[config.mk]
export PLATFORM = sky130hd
export DESIGN_NAME = bcd_alarm_clock
export DESIGN_NICKNAME = d
export VERILOG_FILES = /design/src/rtl/bclk_pkg.sv /design/src/rtl/tick_gen.sv /design/src/rtl/bcd_field.sv /design/src/rtl/bcd_alarm_clock.sv
export SDC_FILE = /design/constraint.sdc
export NUM_CORES = 1
export LEC_CHECK = 0
export BUFFER_PORTS_ARGS = -buffer_cell sky130_fd_sc_hd__buf_2
export CORE_MARGIN = 3
export CORE_UTILIZATION = 57
export CTS_BUF_LIST = sky130_fd_sc_hd__clkbuf_2 sky130_fd_sc_hd__clkbuf_4 sky130_fd_sc_hd__clkbuf_8
export CTS_CLUSTER_SIZE = 8
export DETAILED_ROUTE_END_ITERATION = 12
export GPL_TIMING_DRIVEN = 0
export PLACE_DENSITY = 0.78
export SYNTH_ARGS = -nofsm -noshare
export SYNTH_HDL_FRONTEND = slang
export SYNTH_SLANG_ARGS = --single-unit
[constraint.sdc]
create_clock -name clk -period 2.2 [get_ports clk]
set_clock_uncertainty 0.05 [all_clocks]
set_input_delay 0.33 -clock clk [delete_from_list [all_inputs] [get_ports clk]]
set_output_delay 0.33 -clock clk [all_outputs]
set_load 0.005 [all_outputs]
[src/rtl/bclk_pkg.sv]
package bclk_pkg;
  typedef logic [7:0] bcd2_t;

  localparam bcd2_t SEC_LAST  = 8'h59;
  localparam bcd2_t HOUR_LAST = 8'h23;

  // next value of a two-digit BCD field that wraps after 'last'
  function automatic bcd2_t bcd2_next(bcd2_t v, bcd2_t last);
    if (v == last)          return 8'h00;
    if (v[3:0] == 4'd9)     return {v[7:4] + 4'd1, 4'd0};
    return {v[7:4], v[3:0] + 4'd1};
  endfunction

  // seconds values at which the pre-hour beep sounds: 53, 55, 57, 59
  function automatic logic beep_second(bcd2_t s);
    return (s[7:4] == 4'd5) && s[0] && (s[3:0] >= 4'd3) && (s[3:0] <= 4'd9);
  endfunction
endpackage

[src/rtl/tick_gen.sv]
module tick_gen #(
  parameter int unsigned DIV = 4
) (
  input  logic clk,
  input  logic rst,
  output logic tick
);
  localparam int unsigned W = (DIV > 1) ? $clog2(DIV) : 1;
  localparam logic [W-1:0] TOP = W'(DIV - 1);

  logic [W-1:0] cnt;

  assign tick = (cnt == TOP);

  always_ff @(posedge clk) begin
    if (rst)       cnt <= '0;
    else if (tick) cnt <= '0;
    else           cnt <= cnt + 1'b1;
  end
endmodule

[src/rtl/bcd_field.sv]
module bcd_field import bclk_pkg::*; #(
  parameter bcd2_t LAST = 8'h59
) (
  input  logic  clk,
  input  logic  rst,
  input  logic  clr,
  input  logic  inc,
  output bcd2_t val
);
  always_ff @(posedge clk) begin
    if (rst || clr) val <= 8'h00;
    else if (inc)   val <= bcd2_next(val, LAST);
  end
endmodule

[src/rtl/bcd_alarm_clock.sv]
module bcd_alarm_clock import bclk_pkg::*; #(
  parameter int unsigned SEC_DIV = 50_000_000,
  parameter int unsigned SET_DIV = 12_500_000
) (
  input  logic       clk,
  input  logic       rst,
  input  logic       key_mode,
  input  logic       key_sec,
  input  logic       key_min,
  input  logic       key_hour,
  output logic [3:0] disp_hr_t,
  output logic [3:0] disp_hr_o,
  output logic [3:0] disp_min_t,
  output logic [3:0] disp_min_o,
  output logic [3:0] disp_sec_t,
  output logic [3:0] disp_sec_o,
  output logic       chime,
  output logic       alarm_hit,
  output logic       buzzer
);
  logic sec_tick, set_tick;

  tick_gen #(.DIV(SEC_DIV)) u_sec_tick (.clk(clk), .rst(rst), .tick(sec_tick));
  tick_gen #(.DIV(SET_DIV)) u_set_tick (.clk(clk), .rst(rst), .tick(set_tick));

  // mode bit, toggled on the rising edge of the mode key
  logic mode, key_mode_q, mode_flip;
  assign mode_flip = key_mode & ~key_mode_q;

  always_ff @(posedge clk) begin
    if (rst) begin
      key_mode_q <= 1'b0;
      mode       <= 1'b0;
    end else begin
      key_mode_q <= key_mode;
      if (mode_flip) mode <= ~mode;
    end
  end

  // running time
  bcd2_t run_sec, run_min, run_hr;
  logic  sec_clr, sec_carry, min_inc, min_carry, hr_inc;

  assign sec_clr   = ~mode & key_sec;
  assign sec_carry = sec_tick & ~sec_clr & (run_sec == SEC_LAST);
  assign min_inc   = (~mode & key_min) ? set_tick : sec_carry;
  assign min_carry = min_inc & (run_min == SEC_LAST);
  assign hr_inc    = (~mode & key_hour) ? set_tick : min_carry;

  bcd_field #(.LAST(SEC_LAST)) u_run_sec (
    .clk(clk), .rst(rst), .clr(sec_clr), .inc(sec_tick), .val(run_sec));
  bcd_field #(.LAST(SEC_LAST)) u_run_min (
    .clk(clk), .rst(rst), .clr(1'b0), .inc(min_inc), .val(run_min));
  bcd_field #(.LAST(HOUR_LAST)) u_run_hr (
    .clk(clk), .rst(rst), .clr(1'b0), .inc(hr_inc), .val(run_hr));

  // alarm time: index 0 seconds, 1 minutes, 2 hours; unchained
  logic [2:0] al_key;
  bcd2_t      al_val [3];
  assign al_key = {key_hour, key_min, key_sec};

  for (genvar g = 0; g < 3; g++) begin : g_alarm
    localparam bcd2_t LAST = (g == 2) ? HOUR_LAST : SEC_LAST;
    bcd_field #(.LAST(LAST)) u_fld (
      .clk(clk), .rst(rst), .clr(1'b0),
      .inc(mode & al_key[g] & set_tick), .val(al_val[g]));
  end

  // display selection
  bcd2_t show_hr, show_min, show_sec;
  assign show_hr  = mode ? al_val[2] : run_hr;
  assign show_min = mode ? al_val[1] : run_min;
  assign show_sec = mode ? al_val[0] : run_sec;

  assign disp_hr_t  = show_hr[7:4];
  assign disp_hr_o  = show_hr[3:0];
  assign disp_min_t = show_min[7:4];
  assign disp_min_o = show_min[3:0];
  assign disp_sec_t = show_sec[7:4];
  assign disp_sec_o = show_sec[3:0];

  // sound sources
  assign chime     = (run_min == SEC_LAST) && beep_second(run_sec);
  assign alarm_hit = (run_hr == al_val[2]) && (run_min == al_val[1]);
  assign buzzer    = chime | alarm_hit;
endmodule

==> impl_summary.txt <==
----------------------------------------------------
[Cells and area]
  Antenna diode instance count ... 0
  Area overhead of the layout relative to synthesis ... 18.07%
  Final layout net count ... 728
  Number of fill cells in the layout ... 682
  Final std cells w/o fill ... 810
  Proportion of layout cells with a drive suffix above 1 ... approximately 24%

[Clocking]
  CTS buffer count ... 9
  Clk slew on worst S/H paths ... roughly 0.1 ns
  Worst skew pair latency ... about 0.36 ns
  Htree depth ... 3
  Largest buffer count on any clock path ... 2
  Clock root buffer ... sky130_fd_sc_hd__clkbuf_8
  Clk sink count ... 100
  Clock tree from TritonCTS ... built

[Status]
  Failing checks ... setup timing
  Status ... finished, violations left

[Floorplanning]
  Number of placement rows ... 34
  Area inside the core boundary ... between 0.008 and 0.009 mm^2
  Vert. Die Dim ... 103.0 um
  Die width ... 103.0 um
  Initial Util ... 60.08%
  Area of the die ... ~0.011 mm^2
  Number of ports placed on the die boundary ... 33

[STA]
  Final setup vio count ... 4
  Count of endpoints failing hold in the final timing report ... 0
  Worst setup slack after layout ... -0.05065 ns
  Share of the clock period used by the worst path after layout ... 102.3%
  Upper clock frequency limit ... 0.4443 GHz
  Clock period minus final worst setup slack ... 2.251 ns
  Worst slew slack as a fraction of its limit ... 55.11%
  RSZ-0062 raised after global routing ... yes
  Least-Margin Pin Slew ... 0.6734 ns
  Fin. max-slew vios ... 0
  Sum of negative setup slack ... -0.06780 ns

[Yosys]
  Sequential share of the synthesized area ... 37.30%
  Area fraction of the dominant cell type after synthesis ... 37.30%
  Synthesis-stage register bit count ... 100
  Fraction of registers with async set or reset after synthesis ... 0%
  Main synth FF type ... sky130_fd_sc_hd__dfxtp_1
  Top cells by area in the synthesized netlist ... sky130_fd_sc_hd__dfxtp_1 (37%), sky130_fd_sc_hd__xnor2_1 (6.7%), sky130_fd_sc_hd__nor2_1 (6.3%)
  Yosys cell types ... 57
  Most common cell in the synthesized netlist ... sky130_fd_sc_hd__dfxtp_1
  Number of synthesized flops with an enable pin ... 0
  Synthesized net count ... around 670
  Per-instance average area after synthesis ... 8.413 um^2
  Top cells by instance count after synthesis ... sky130_fd_sc_hd__dfxtp_1 (100), sky130_fd_sc_hd__nor2_1 (90), sky130_fd_sc_hd__nand2_1 (46), sky130_fd_sc_hd__xnor2_1 (41)
  Synthesized instance count ... 638
  Combined area of all synthesized cells ... 0.005368 mm^2
  Largest area contributor in the netlist ... sky130_fd_sc_hd__dfxtp_1
  Number of synthesis warnings ... 0

[Power and ir drop]
  Share of total power in sequential cells ... about 60%
  Share of total power consumed by net switching ... 22.92%
  Clock network fraction of total power ... 35.8%
  Internal Pwr Total ... 0.002370 W
  Portion of total power attributed to combinational logic ... under 10%
  Leakage ... about 2.3 nW
  Worst VDD drop ... 309.9 uV
  Power Density ... between 400 and 500 mW/mm^2
  Switching power ... between 0.0007 and 0.0008 W
  Total chip power ... between 0.003 and 0.004 W

[Place]
  Placement-stage worst setup slack ... -0.3838 ns
  Number of input and output port buffers inserted ... 31
  Routability-driven placement congestion ratio ... 0.9122
  Detailed Place HPWL ... 8967 um
  Total instance count after detailed placement ... between 700 and 800

[Routing]
  Number of search-and-repair iterations in the first detailed-routing pass ... 5
  Routed via count ... roughly 4.8k
  Via/cell ratio ... roughly 5.9
  Number of antenna-violating nets in the routed design ... 0
  Final Routed Wirelength ... 12760 um
  Drc violations ... 0
  Iteration-0 DRC Markers ... 270
  Routed wire length per instance ... 15.76 um

[Setup path]
  Critical path required time ... 2.45 ns
  Startpoint-to-endpoint class of the critical path ... reg -> reg
  Crit start category ... register
  Critical Path Fanout Max ... 7
  Critical path capture point type ... register
  Launching point of the worst reg2reg path ... u_run_min.val[1]
  Arrival time of the worst setup path ... 2.50 ns
  Startpoint of the worst setup timing path ... u_run_min.val[1]

[Global routing]
  First-pass GRT wire length ... 21110 um
  Via count of the first global-routing pass ... 4606
  Most heavily used metal layer in global routing ... met2
  Met1 Resource Use GR ... 29.77%
  GR met3 Demand/Resource ... around 6%
  Met2 Resource Use GR ... 42.33%
  Largest net degree at the start of global routing ... 15
  Antenna violations before repair ... 0
  GRT overflow ... 0
  Total track usage ... 24.75%

[Job]
  Number of maximum-capacitance violations ... 0

[Min path]
  Min-Delay Path Class ... in -> reg
  Critical hold path startpoint ... key_mode

----------------------------------------------------
power groups by stage:
stage                     sequential, W  combinational (W)  clock, W
final                           0.00183           0.000143   0.00110
after global routing            0.00183           0.000157   0.00118
after CTS                       0.00183           0.000136   0.00112
after detailed placement        0.00188           0.000126         0
after global placement          0.00188           0.000122         0
after floorplan                 0.00188          0.0000850         0
what timing repair did:
item,CTS,global route
setup buffers,19,8
pin swaps,20,5
hold buffers,0,0
gates resized for setup,62,34
endpoints found under the setup margin,81,68
gates cloned,0,0
worst paths after layout:
| check | end | slack [ns] | depth (start not counted) |
|---|---|---|---|
| max | u_run_hr.val[6] | -0.05 | 9 |
| min reg2reg | u_set_tick.cnt[0] | 0.41 | 1 |
| max reg2reg | u_run_hr.val[6] | -0.05 | 9 |
| min | key_mode_q | 0.17 | 2 |
through the flow:
| step | hold slack [ns] | area, um^2 | util (%) |
|---|---|---|---|
| finish | 0.1723 | 6337 | 70.94 |
| CTS | 0.1694 | 6200 | 69.40 |
| global placement | 0.3628 | 5680 | 63.59 |
| floorplan | 0.3539 | 5390 | - |
| global route | 0.1563 | 6337 | 70.94 |
| detailed placement | 0.3798 | 5680 | 63.59 |
cells by family (layout without fill, tap and decap cells):
kind of cell	after synthesis	in the layout	synth area share, %
AND/OR/NAND/NOR	285	285	27.79
flip-flops	100	100	37.30
AO/OA/AOI/OAI	82	82	9.161
XOR/XNOR	68	68	11.10
buffers and inverters	53	117	3.776
multiplexers	26	26	5.292
adder cells (fa/ha/maj)	24	24	5.594
routing by layer:
layer,vias to the layer above,wire (um),part of all wire [%]
met2,112,6439,50
met1,2304,5520,43
li1,2351,-,-
met5,-,0,0
met3,25,540,4.2
met4,0,261,2.0
critical path, stage by stage, from the launching register on:
cell and delay (ns):
sky130_fd_sc_hd__dfxtp_4 0.35, sky130_fd_sc_hd__inv_1 0.06, sky130_fd_sc_hd__ha_1 0.16, sky130_fd_sc_hd__and3b_1 0.18
sky130_fd_sc_hd__clkbuf_8 0.15, sky130_fd_sc_hd__nand3_2 0.09, sky130_fd_sc_hd__or3_4 0.36, sky130_fd_sc_hd__o22a_1 0.20
sky130_fd_sc_hd__or4_4 0.49, sky130_fd_sc_hd__a21oi_2 0.13
layout make-up:
class,count,area (um^2),share of cell area [%]
Tap cell,108,135.1,2.132
Timing Repair Buffer,57,361.6,5.706
Clock buffer,14,173.9,2.744
Buffer,17,100.1,1.579
Inverter,28,105.1,1.658
Multi-Input combinational cell,485,3402,53.68
Clock inverter,1,7.507,0.1185
Sequential cell,100,2052,32.38
placed cells by master, fill, tap and decap left out, types with 4 or more instances in the layout:
cell | Yosys | routed
sky130_fd_sc_hd__nor3_1 | 19 | 16
sky130_fd_sc_hd__and3_1 | 9 | 8
sky130_fd_sc_hd__nor2b_1 | 5 | 5
sky130_fd_sc_hd__inv_1 | 28 | 28
sky130_fd_sc_hd__xnor2_1 | 41 | 40
sky130_fd_sc_hd__or4_4 | 0 | 4
sky130_fd_sc_hd__xor2_1 | 27 | 27
sky130_fd_sc_hd__a21oi_2 | 0 | 4
sky130_fd_sc_hd__buf_4 | 0 | 24
sky130_fd_sc_hd__dfxtp_1 | 100 | 78
sky130_fd_sc_hd__or3_4 | 0 | 4
sky130_fd_sc_hd__a21oi_1 | 34 | 30
sky130_fd_sc_hd__nand3_1 | 34 | 32
sky130_fd_sc_hd__buf_6 | 0 | 4
sky130_fd_sc_hd__dfxtp_2 | 0 | 13
sky130_fd_sc_hd__buf_2 | 3 | 32
sky130_fd_sc_hd__ha_1 | 24 | 22
sky130_fd_sc_hd__mux2_2 | 19 | 19
sky130_fd_sc_hd__nand2_1 | 46 | 46
sky130_fd_sc_hd__and4_1 | 6 | 4
sky130_fd_sc_hd__clkbuf_8 | 0 | 12
sky130_fd_sc_hd__clkbuf_1 | 21 | 8
sky130_fd_sc_hd__or3_1 | 19 | 15
sky130_fd_sc_hd__mux2i_1 | 7 | 7
sky130_fd_sc_hd__nor4_1 | 9 | 6
sky130_fd_sc_hd__o21ai_0 | 22 | 20
sky130_fd_sc_hd__nand4_1 | 21 | 21
sky130_fd_sc_hd__nor2_1 | 90 | 88
sky130_fd_sc_hd__clkbuf_4 | 0 | 6
sky130_fd_sc_hd__dfxtp_4 | 0 | 9
sequential cells by signal, indices dropped and copies added (netlist names):
name	count
u_set_tick.cnt	24
u_run_hr.val	8
u_sec_tick.cnt	26
mode	1
u_run_sec.val	8
g_alarm.u_fld.val	24
key_mode_q	1
u_run_min.val	8
Note: power is estimated with default switching activity, not from simulation.
